`config.mk`:
```
export PLATFORM = sky130hd
export DESIGN_NAME = seg_base_tracker
export DESIGN_NICKNAME = d
export VERILOG_FILES = /design/src/rtl/seg_base_pkg.sv /design/src/rtl/seg_mode_ctrl.sv /design/src/rtl/seg_base_slot.sv /design/src/rtl/seg_base_tracker.sv
export SDC_FILE = /design/constraint.sdc
export NUM_CORES = 1
export LEC_CHECK = 0
export BUFFER_PORTS_ARGS = -buffer_cell sky130_fd_sc_hd__buf_2
export CAP_MARGIN = 10
export CORE_MARGIN = 4
export CORE_UTILIZATION = 61
export DETAILED_ROUTE_END_ITERATION = 10
export HOLD_SLACK_MARGIN = 0.15
export PLACE_DENSITY = 0.82
export SYNTH_ARGS = -nofsm -noshare
export SYNTH_HDL_FRONTEND = slang
export SYNTH_SLANG_ARGS = --single-unit
```
`constraint.sdc`:
```
create_clock -name clk -period 4.4 [get_ports clk]
set_clock_uncertainty 0.1 [all_clocks]
set_input_delay 0 -clock clk [delete_from_list [all_inputs] [get_ports clk]]
set_output_delay 0 -clock clk [all_outputs]
set_load 0.05 [all_outputs]
```
`src/rtl/seg_base_pkg.sv`:
```
package seg_base_pkg;

   localparam int unsigned NUM_SEG = 6;
   localparam int unsigned SEL_W   = 3;

   typedef enum logic [SEL_W-1:0] {
      SEG_EXTRA   = 3'd0,
      SEG_CODE    = 3'd1,
      SEG_STACK   = 3'd2,
      SEG_DATA    = 3'd3,
      SEG_GEN_A   = 3'd4,
      SEG_GEN_B   = 3'd5
   } seg_id_e;

   // Segments at or above this code always use their programmed bases.
   localparam int unsigned FIRST_FOLLOW_SEG = 4;

   function automatic bit seg_follows_always(input int unsigned idx);
      return idx >= FIRST_FOLLOW_SEG;
   endfunction

endpackage

```
`src/rtl/seg_mode_ctrl.sv`:
```
module seg_mode_ctrl (
   input  logic clk,
   input  logic rst_n,
   input  logic attr_wr_en,
   input  logic attr_wr_long,
   input  logic long_active,
   output logic enter64,
   output logic leave64,
   output logic gate64
);

   logic cs_long_q;
   logic cs_long_nxt;

   always_comb begin
      cs_long_nxt = cs_long_q;
      if (attr_wr_en) begin
         cs_long_nxt = attr_wr_long;
      end
   end

   // Toggle pulses act before any base write of the same cycle.
   assign enter64 = attr_wr_en &  attr_wr_long & ~cs_long_q;
   assign leave64 = attr_wr_en & ~attr_wr_long &  cs_long_q;
   assign gate64  = long_active & cs_long_nxt;

   always_ff @(posedge clk) begin
      if (!rst_n) begin
         cs_long_q <= 1'b0;
      end else begin
         cs_long_q <= cs_long_nxt;
      end
   end

   assert_toggle_excl_R5: assert property (@(posedge clk) disable iff (!rst_n)
      $onehot0({enter64, leave64}));

   assert_long_track_R5: assert property (@(posedge clk) disable iff (!rst_n)
      attr_wr_en |=> (cs_long_q == $past(attr_wr_long)));

   assert_long_hold_R10: assert property (@(posedge clk) disable iff (!rst_n)
      !attr_wr_en |=> $stable(cs_long_q));

endmodule

```
`src/rtl/seg_base_slot.sv`:
```
module seg_base_slot #(
   parameter int unsigned BASE_W = 64,
   parameter bit          FOLLOW = 1'b0
) (
   input  logic              clk,
   input  logic              rst_n,
   input  logic              wr_hit,
   input  logic [BASE_W-1:0] wr_data,
   input  logic              enter64,
   input  logic              leave64,
   input  logic              gate64,
   output logic [BASE_W-1:0] eff_q
);

   logic [BASE_W-1:0] prog_q;
   logic [BASE_W-1:0] eff_nxt;

   if (BASE_W < 1) begin : g_bad_width
      $error("seg_base_slot: BASE_W must be at least 1");
   end

   always_ff @(posedge clk) begin
      if (!rst_n) begin
         prog_q <= '0;
      end else if (wr_hit) begin
         prog_q <= wr_data;
      end
   end

   if (FOLLOW) begin : g_follow
      always_comb begin
         eff_nxt = eff_q;
         if (wr_hit) begin
            eff_nxt = wr_data;
         end
      end

      assert_follow_write_R1: assert property (@(posedge clk) disable iff (!rst_n)
         wr_hit |=> (eff_q == $past(wr_data)));

      assert_follow_mode_R1: assert property (@(posedge clk) disable iff (!rst_n)
         ((enter64 || leave64 || gate64) && !wr_hit) |=> $stable(eff_q));

      assert_follow_match_R6: assert property (@(posedge clk) disable iff (!rst_n)
         eff_q == prog_q);
   end else begin : g_suppress
      always_comb begin
         eff_nxt = eff_q;
         if (enter64) begin
            eff_nxt = '0;
         end else if (leave64) begin
            eff_nxt = prog_q;
         end
         if (wr_hit && !gate64) begin
            eff_nxt = wr_data;
         end
      end

      assert_enter_clear_R3: assert property (@(posedge clk) disable iff (!rst_n)
         (enter64 && !(wr_hit && !gate64)) |=> (eff_q == '0));

      assert_leave_reload_R4: assert property (@(posedge clk) disable iff (!rst_n)
         (leave64 && !wr_hit) |=> (eff_q == $past(prog_q)));

      assert_open_write_R2: assert property (@(posedge clk) disable iff (!rst_n)
         (wr_hit && !gate64) |=> (eff_q == $past(wr_data)));

      assert_gated_write_R2: assert property (@(posedge clk) disable iff (!rst_n)
         (wr_hit && gate64 && !enter64 && !leave64) |=> $stable(eff_q));

      assert_idle_hold_R5: assert property (@(posedge clk) disable iff (!rst_n)
         (!wr_hit && !enter64 && !leave64) |=> $stable(eff_q));
   end

   always_ff @(posedge clk) begin
      if (!rst_n) begin
         eff_q <= '0;
      end else begin
         eff_q <= eff_nxt;
      end
   end

   assert_prog_store_R6: assert property (@(posedge clk) disable iff (!rst_n)
      wr_hit |=> (prog_q == $past(wr_data)));

   assert_prog_hold_R9: assert property (@(posedge clk) disable iff (!rst_n)
      !wr_hit |=> $stable(prog_q));

endmodule

```
`src/rtl/seg_base_tracker.sv`:
```
module seg_base_tracker
   import seg_base_pkg::*;
#(
   parameter int unsigned BASE_W = 64
) (
   input  logic                        clk,
   input  logic                        rst_n,
   input  logic                        base_wr_en,
   input  logic [2:0]                  base_wr_sel,
   input  logic [BASE_W-1:0]           base_wr_data,
   input  logic                        attr_wr_en,
   input  logic                        attr_wr_long,
   input  logic                        long_active,
   output logic [NUM_SEG*BASE_W-1:0]   eff_base
);

   localparam int unsigned BUS_W = NUM_SEG * BASE_W;

   if (BASE_W < 1 || BASE_W > 64) begin : g_bad_base_w
      $error("seg_base_tracker: BASE_W must lie in 1..64");
   end
   if (NUM_SEG > (1 << SEL_W)) begin : g_bad_sel_w
      $error("seg_base_tracker: selector too narrow for segment count");
   end

   logic                enter64;
   logic                leave64;
   logic                gate64;
   logic [NUM_SEG-1:0]  hit_vec;

   seg_mode_ctrl u_mode (
      .clk          (clk),
      .rst_n        (rst_n),
      .attr_wr_en   (attr_wr_en),
      .attr_wr_long (attr_wr_long),
      .long_active  (long_active),
      .enter64      (enter64),
      .leave64      (leave64),
      .gate64       (gate64)
   );

   for (genvar gi = 0; gi < NUM_SEG; gi++) begin : g_seg
      localparam bit IS_FOLLOW = seg_follows_always(gi);

      assign hit_vec[gi] = base_wr_en && (base_wr_sel == SEL_W'(gi));

      seg_base_slot #(
         .BASE_W (BASE_W),
         .FOLLOW (IS_FOLLOW)
      ) u_slot (
         .clk     (clk),
         .rst_n   (rst_n),
         .wr_hit  (hit_vec[gi]),
         .wr_data (base_wr_data),
         .enter64 (enter64),
         .leave64 (leave64),
         .gate64  (gate64),
         .eff_q   (eff_base[gi*BASE_W +: BASE_W])
      );
   end

   assert_one_hit_R9: assert property (@(posedge clk) disable iff (!rst_n)
      $onehot0(hit_vec));

   assert_bad_sel_R9: assert property (@(posedge clk) disable iff (!rst_n)
      (base_wr_en && (base_wr_sel >= SEL_W'(NUM_SEG)) && !attr_wr_en)
         |=> $stable(eff_base));

   assert_reset_R7: assert property (@(posedge clk)
      $past(!rst_n) |-> (eff_base == BUS_W'(0)));

endmodule

```
Word-level counts from Yosys, hierarchy flattened
Cells that the tools add are included.

word-level totals
  register bits after elaboration = 641
  bits of input ports = 73

cells by class
  equality and inequality tests = 5
  bitwise logic cells = 7
  muxes and demuxes = 13
  reductions and logical operators = 16

operators by type and width
  kind                                                  number
  two-way mux 64 bit                                    12
  nonzero test 3 bit                                    4
  logical AND 1 bit                                     10
  equality test 3 x 2 -> 1 bit (second input constant)  2
  equality test 3 bit (second input constant)           2
  AND 1 bit                                             5
  equality test 3 x 1 -> 1 bit (second input constant)  1
  logical NOT 3 bit                                     1
  NOT 1 bit                                             2
  logical NOT 1 bit                                     1
  two-way mux 1 bit                                     1

Longest topological paths before layout
  depth after elaboration = 6
  gate-level depth with buffers = 6

Cells and area by module
From an unflattened synthesis, not the netlist that was laid out.

second synthesis, totals
  cells, all modules = 2706
  area, all modules = 28257.1 um^2

modules (own cells, without submodules)
  module                                area an instance (um^2)  instances  cells each
  seg_base_slot at g_seg[0].u_slot ...  5805.6                   4          570
  seg_base_slot at g_seg[4].u_slot ...  2451.1                   2          206
  seg_base_tracker                      75.1                     1          6
  seg_mode_ctrl                         57.6                     1          8

Worst setup path after synthesis
No wires, ideal clock.

  kind = flip-flop to flip-flop
  from = register u_mode.cs_long_q
  to = register g_seg[0].u_slot.eff_q[3]
  path buffers = 2
  setup slack = 2.920 ns
  clock period less this slack = 1.480 ns
  required time = 4.167 ns
  stages on the path, launching flop included = 6
  setup time = 0.133 ns
  data arrival time = 1.247 ns
  path through = dfxtp_1 -> mux2_4 -> buf_4 -> buf_2 -> a211oi_1 -> a311oi_1

on the way
  longest elaborated chain between the ends = 5
  elaborated cells on any way between the ends = 10
  those cells by class = 3 x mux; 4 x bitwise; 3 x reduce/logical

ends and longest elaborated chain
  what                                                                       line                 text
  start: declaration                                                         seg_mode_ctrl.sv:12  logic cs_long_q;
  start signal: assignment                                                   seg_mode_ctrl.sv:31  cs_long_q <= cs_long_nxt;
  two-way mux 1 bit                                                          seg_mode_ctrl.sv:17  if (attr_wr_en) begin
  AND 1 bit                                                                  seg_mode_ctrl.sv:25  assign gate64 = long_active & cs_long_nxt;
  logical NOT 1 bit                                                          seg_base_slot.sv:54  if (wr_hit && !gate64) begin
  logical AND 1 bit                                                          seg_base_slot.sv:54
  nonzero test 3 bit (no line) / two-way mux 64 bit (equally long branches)  n/a
  end signal: assignment                                                     seg_base_slot.sv:79  eff_q <= eff_nxt;
  end: declaration                                                           seg_base_slot.sv:12  output logic [BASE_W-1:0] eff_q

Several ways; a longest one is shown, not always the timed one.
A chain may end at the register's enable or synchronous reset.

Worst setup path in the final report
  from = input long_active
  to = register g_seg[3].u_slot.eff_q[12]

on the way
  longest elaborated chain between the ends = 4
  elaborated cells on any way between the ends = 5
  those cells by class = 1 x mux; 1 x bitwise; 3 x reduce/logical

ends and longest elaborated chain
  what                                                                       line                    text
  start: declaration                                                         seg_base_tracker.sv:13  input logic long_active,
  AND 1 bit (*)                                                              seg_mode_ctrl.sv:25
  logical NOT 1 bit (*)                                                      seg_base_slot.sv:54
  logical AND 1 bit (*)                                                      seg_base_slot.sv:54
  nonzero test 3 bit (no line) / two-way mux 64 bit (equally long branches)  n/a
  end signal: assignment                                                     seg_base_slot.sv:79
  end: declaration                                                           seg_base_slot.sv:12

Every way passes the cells marked *; elsewhere a longest branch is shown, timed or not.

==> results.toml <==
[floorplan]
die_w_microns = 221
die_y_microns = 221
pin_count = 457
coreArea_sq_um = 44600
placementRows = 77
initial_core_util_pct = 62.2
dieArea_sq_um = 48900

[layout]
fill_cells = 3268
multiInputGateArea_sq_um = 12900
final-seq-area_sq_um = 12800
fin_nets = 3558
stdcell_area_sq_um = 32300
final_layout_size_suffix_gt1_share_pct = 19.5
syn_to_final_growth_pct = 16.4

[clocking]
cts_buffers = 68
cts_tree = "yes"
post-cts-setup-buffer-count = 0
cts-root-buf = "clkbuf_16"
clockBufferDepth = 3
clk_latency_ps = 610
h-tree-depth = 3
clkTransAtPathRegs_ps = 60
cts_sinks = 641

[global_route]
antenna_found_initial = 1
globalRouteTotalUtil_pct = 37.0
grt_start_max_net_pins = 230
grt_overflow = 0
grt_pass1_wl_microns = 151000
grt_pass1_vias = 26600

[yosys]
syn_inst = 3287
synth_cell_types = 29
synth_seq_cells = 641
synth_fp_nets = 3360
ys.flop_type = "dfxtp_1"
synthTopCellsByCount = "nand2_1 (1024), dfxtp_1 (641), a21oi_1 (384)"
synth_edf_count = 0
syn_area_per_cell_sq_um = 8.44
yosys.area.top_type_share_pct = 46.3
ys_warn_count = 0
synth_area_sq_um = 27700
synth_seq_area_share_pct = 46.3
synth.most_common_cell = "nand2_1"
async_flop_share_pct = 0
synthTopCellsByArea = "dfxtp_1 (46%), nand2_1 (14%), a32oi_1 (8.1%), a311oi_1 (8.0%), a21oi_1 (6.9%)"
yosysTopAreaCell = "dfxtp_1"

[sta]
worst_pin_slew_ps = 1300
final-hold-violation-count = 0
rsz0062_at_grt = "false"
maxSlewViolCount = 0
finalSetupTns_ps = 0
period_needed_ps = 2640
slew_headroom_pct = 13.1
max_freq_mhz = 379
setup_viol_count_final = 0
finalCritPeriodShare_pct = 60.0

[placement]
place.gp.congestion = 0.828
post_dp_cell_area_sq_um = 29200
place.detailed.hpwl_microns = 53700
io_buffers = 456

[routing]
ant_nets = 0
drtIter0Drc = 4074
via_count = 28200
first_pass_iters = 6
wl_per_cell_microns = 23.6
vias_per_cell = 6.82
routed_wl_microns = 97300
drc_errors = 0

[pwr]
irDropWorstVdd_mv = 0.294
p_per_area_nw_per_um2 = 422
leakage_nw = 11.0

[critical_path]
worstReg2RegStart = "u_mode.cs_long_q"
critical_path_class = "primary input to flip-flop"
r2r_cells = 4
worstReg2RegEnd = "g_seg[1].u_slot.eff_q[35]"
critPathCapture = "g_seg[3].u_slot.eff_q[12]"
cp_data_arrival_time_ps = 2970
r2r_slack_ps = 1900
startpoint = "long_active"
cp-end-kind = "flip-flop"
crit_fanout = 93
start_kind = "primary input"
crit_required_ps = 4730

[run]
drv_cap = 0

[worst_hold_path]
worstHoldPathType = "primary input to flip-flop"

[status]
outcome = "complete, no violations"
==> where the power goes <==
group          leakage (nW)  switching [mW]  total [mW]  internal [mW]
clock                  1.14            2.38        5.92           3.54
combinational          4.64            1.26        1.60          0.345
sequential             5.19           0.122        6.09           5.97
==> sequential cells by signal (all words and copies together), names as in the netlist <==
name / cells
g_seg.u_slot.eff_q: 384
g_seg.u_slot.prog_q: 256
u_mode.cs_long_q: 1
==> what timing repair did <==
action | 4_1_cts | 5_1_grt
resized for setup | 0 | 0
hold buffers | 74 | 0
endpoints found under the hold margin | 641 | 0
==> worst max-delay path, stage by stage <==
cell and delay [ps]:
dlygate4sd3_1 560, buf_8 530, inv_1 370, o21ai_4 870, buf_12 350, a311oi_1 140
==> layout make-up <==
| cell class | count | share of cell area [%] |
|---|---|---|
| diodes | 1 | 0.00775 |
| clock buffers | 102 | 6.39 |
| clock inverters | 20 | 0.729 |
| inverters | 2 | 0.0465 |
| multi-input cells | 2198 | 39.8 |
| flip-flops and latches | 641 | 39.8 |
| well taps | 592 | 2.29 |
| repair buffers | 574 | 11.0 |
==> per-layer routing <==
metal  GRT usage (%)  vias up  share of wire, %  wire length [microns]
li1                -    12400                 -                      -
met1            48.2    13400                38                  36500
met2            57.7     1979                46                  44500
met3            7.61      347                11                  10900
met4            21.0        0               5.6                   5420
met5               0        -                 0                      0
==> per-stage QoR <==
step | instances | setup slack [ps] | utilization [%] | hold WS, ps | power (mW)
floorplan | 3287 | 2920 | - | 106 | 7.30
global placement | 3933 | 1980 | 65.5 | 240 | 7.68
detailed placement | 3933 | 1910 | 65.5 | 247 | 7.71
CTS | 4129 | 1940 | 72.4 | 175 | 13.6
global route | 4130 | 1750 | 72.4 | 223 | 14.0
finish | 4130 | 1760 | 72.4 | 209 | 13.6
==> how the worst min path moves through the flow <==
stage	from	to	slack (ps)	cells after the start
floorplan	attr_wr_long	u_mode.cs_long_q	110	2
global placement	base_wr_data[2]	g_seg[0].u_slot.prog_q[2]	240	3
detailed placement	base_wr_data[2]	g_seg[0].u_slot.prog_q[2]	250	3
CTS	base_wr_data[2]	g_seg[0].u_slot.prog_q[2]	170	4
global route	base_wr_data[2]	g_seg[1].u_slot.prog_q[2]	220	4
finish	base_wr_data[2]	g_seg[0].u_slot.prog_q[2]	210	4
==> layout by cell type (no fill, tap or decap), drive strengths merged, types with 3 or more instances in the layout <==
cell	synthesis	layout
nand2	1024	1024
buf	252	499
a311oi	256	256
a32oi	256	256
dlygate4sd3	0	74
a211oi	256	256
clkbuf	194	103
dfxtp	641	641
inv	2	4
clkinv	0	12
o21ai	4	4
a21oi	384	384
bufinv	0	5
nand4bb	3	3
==> logic make-up (layout without fill, tap and decap cells) <==
family          count (synthesis)  after routing  share of synthesized area, %
compound gates               1157           1157                          31.3
simple gates                 1039           1039                          14.4
flops                         641            641                          46.3
buf+inv                       448            698                          7.85
mux                             2              2                         0.135
other cells                     0              1                             0
Power figures use the tool's default switching activity.
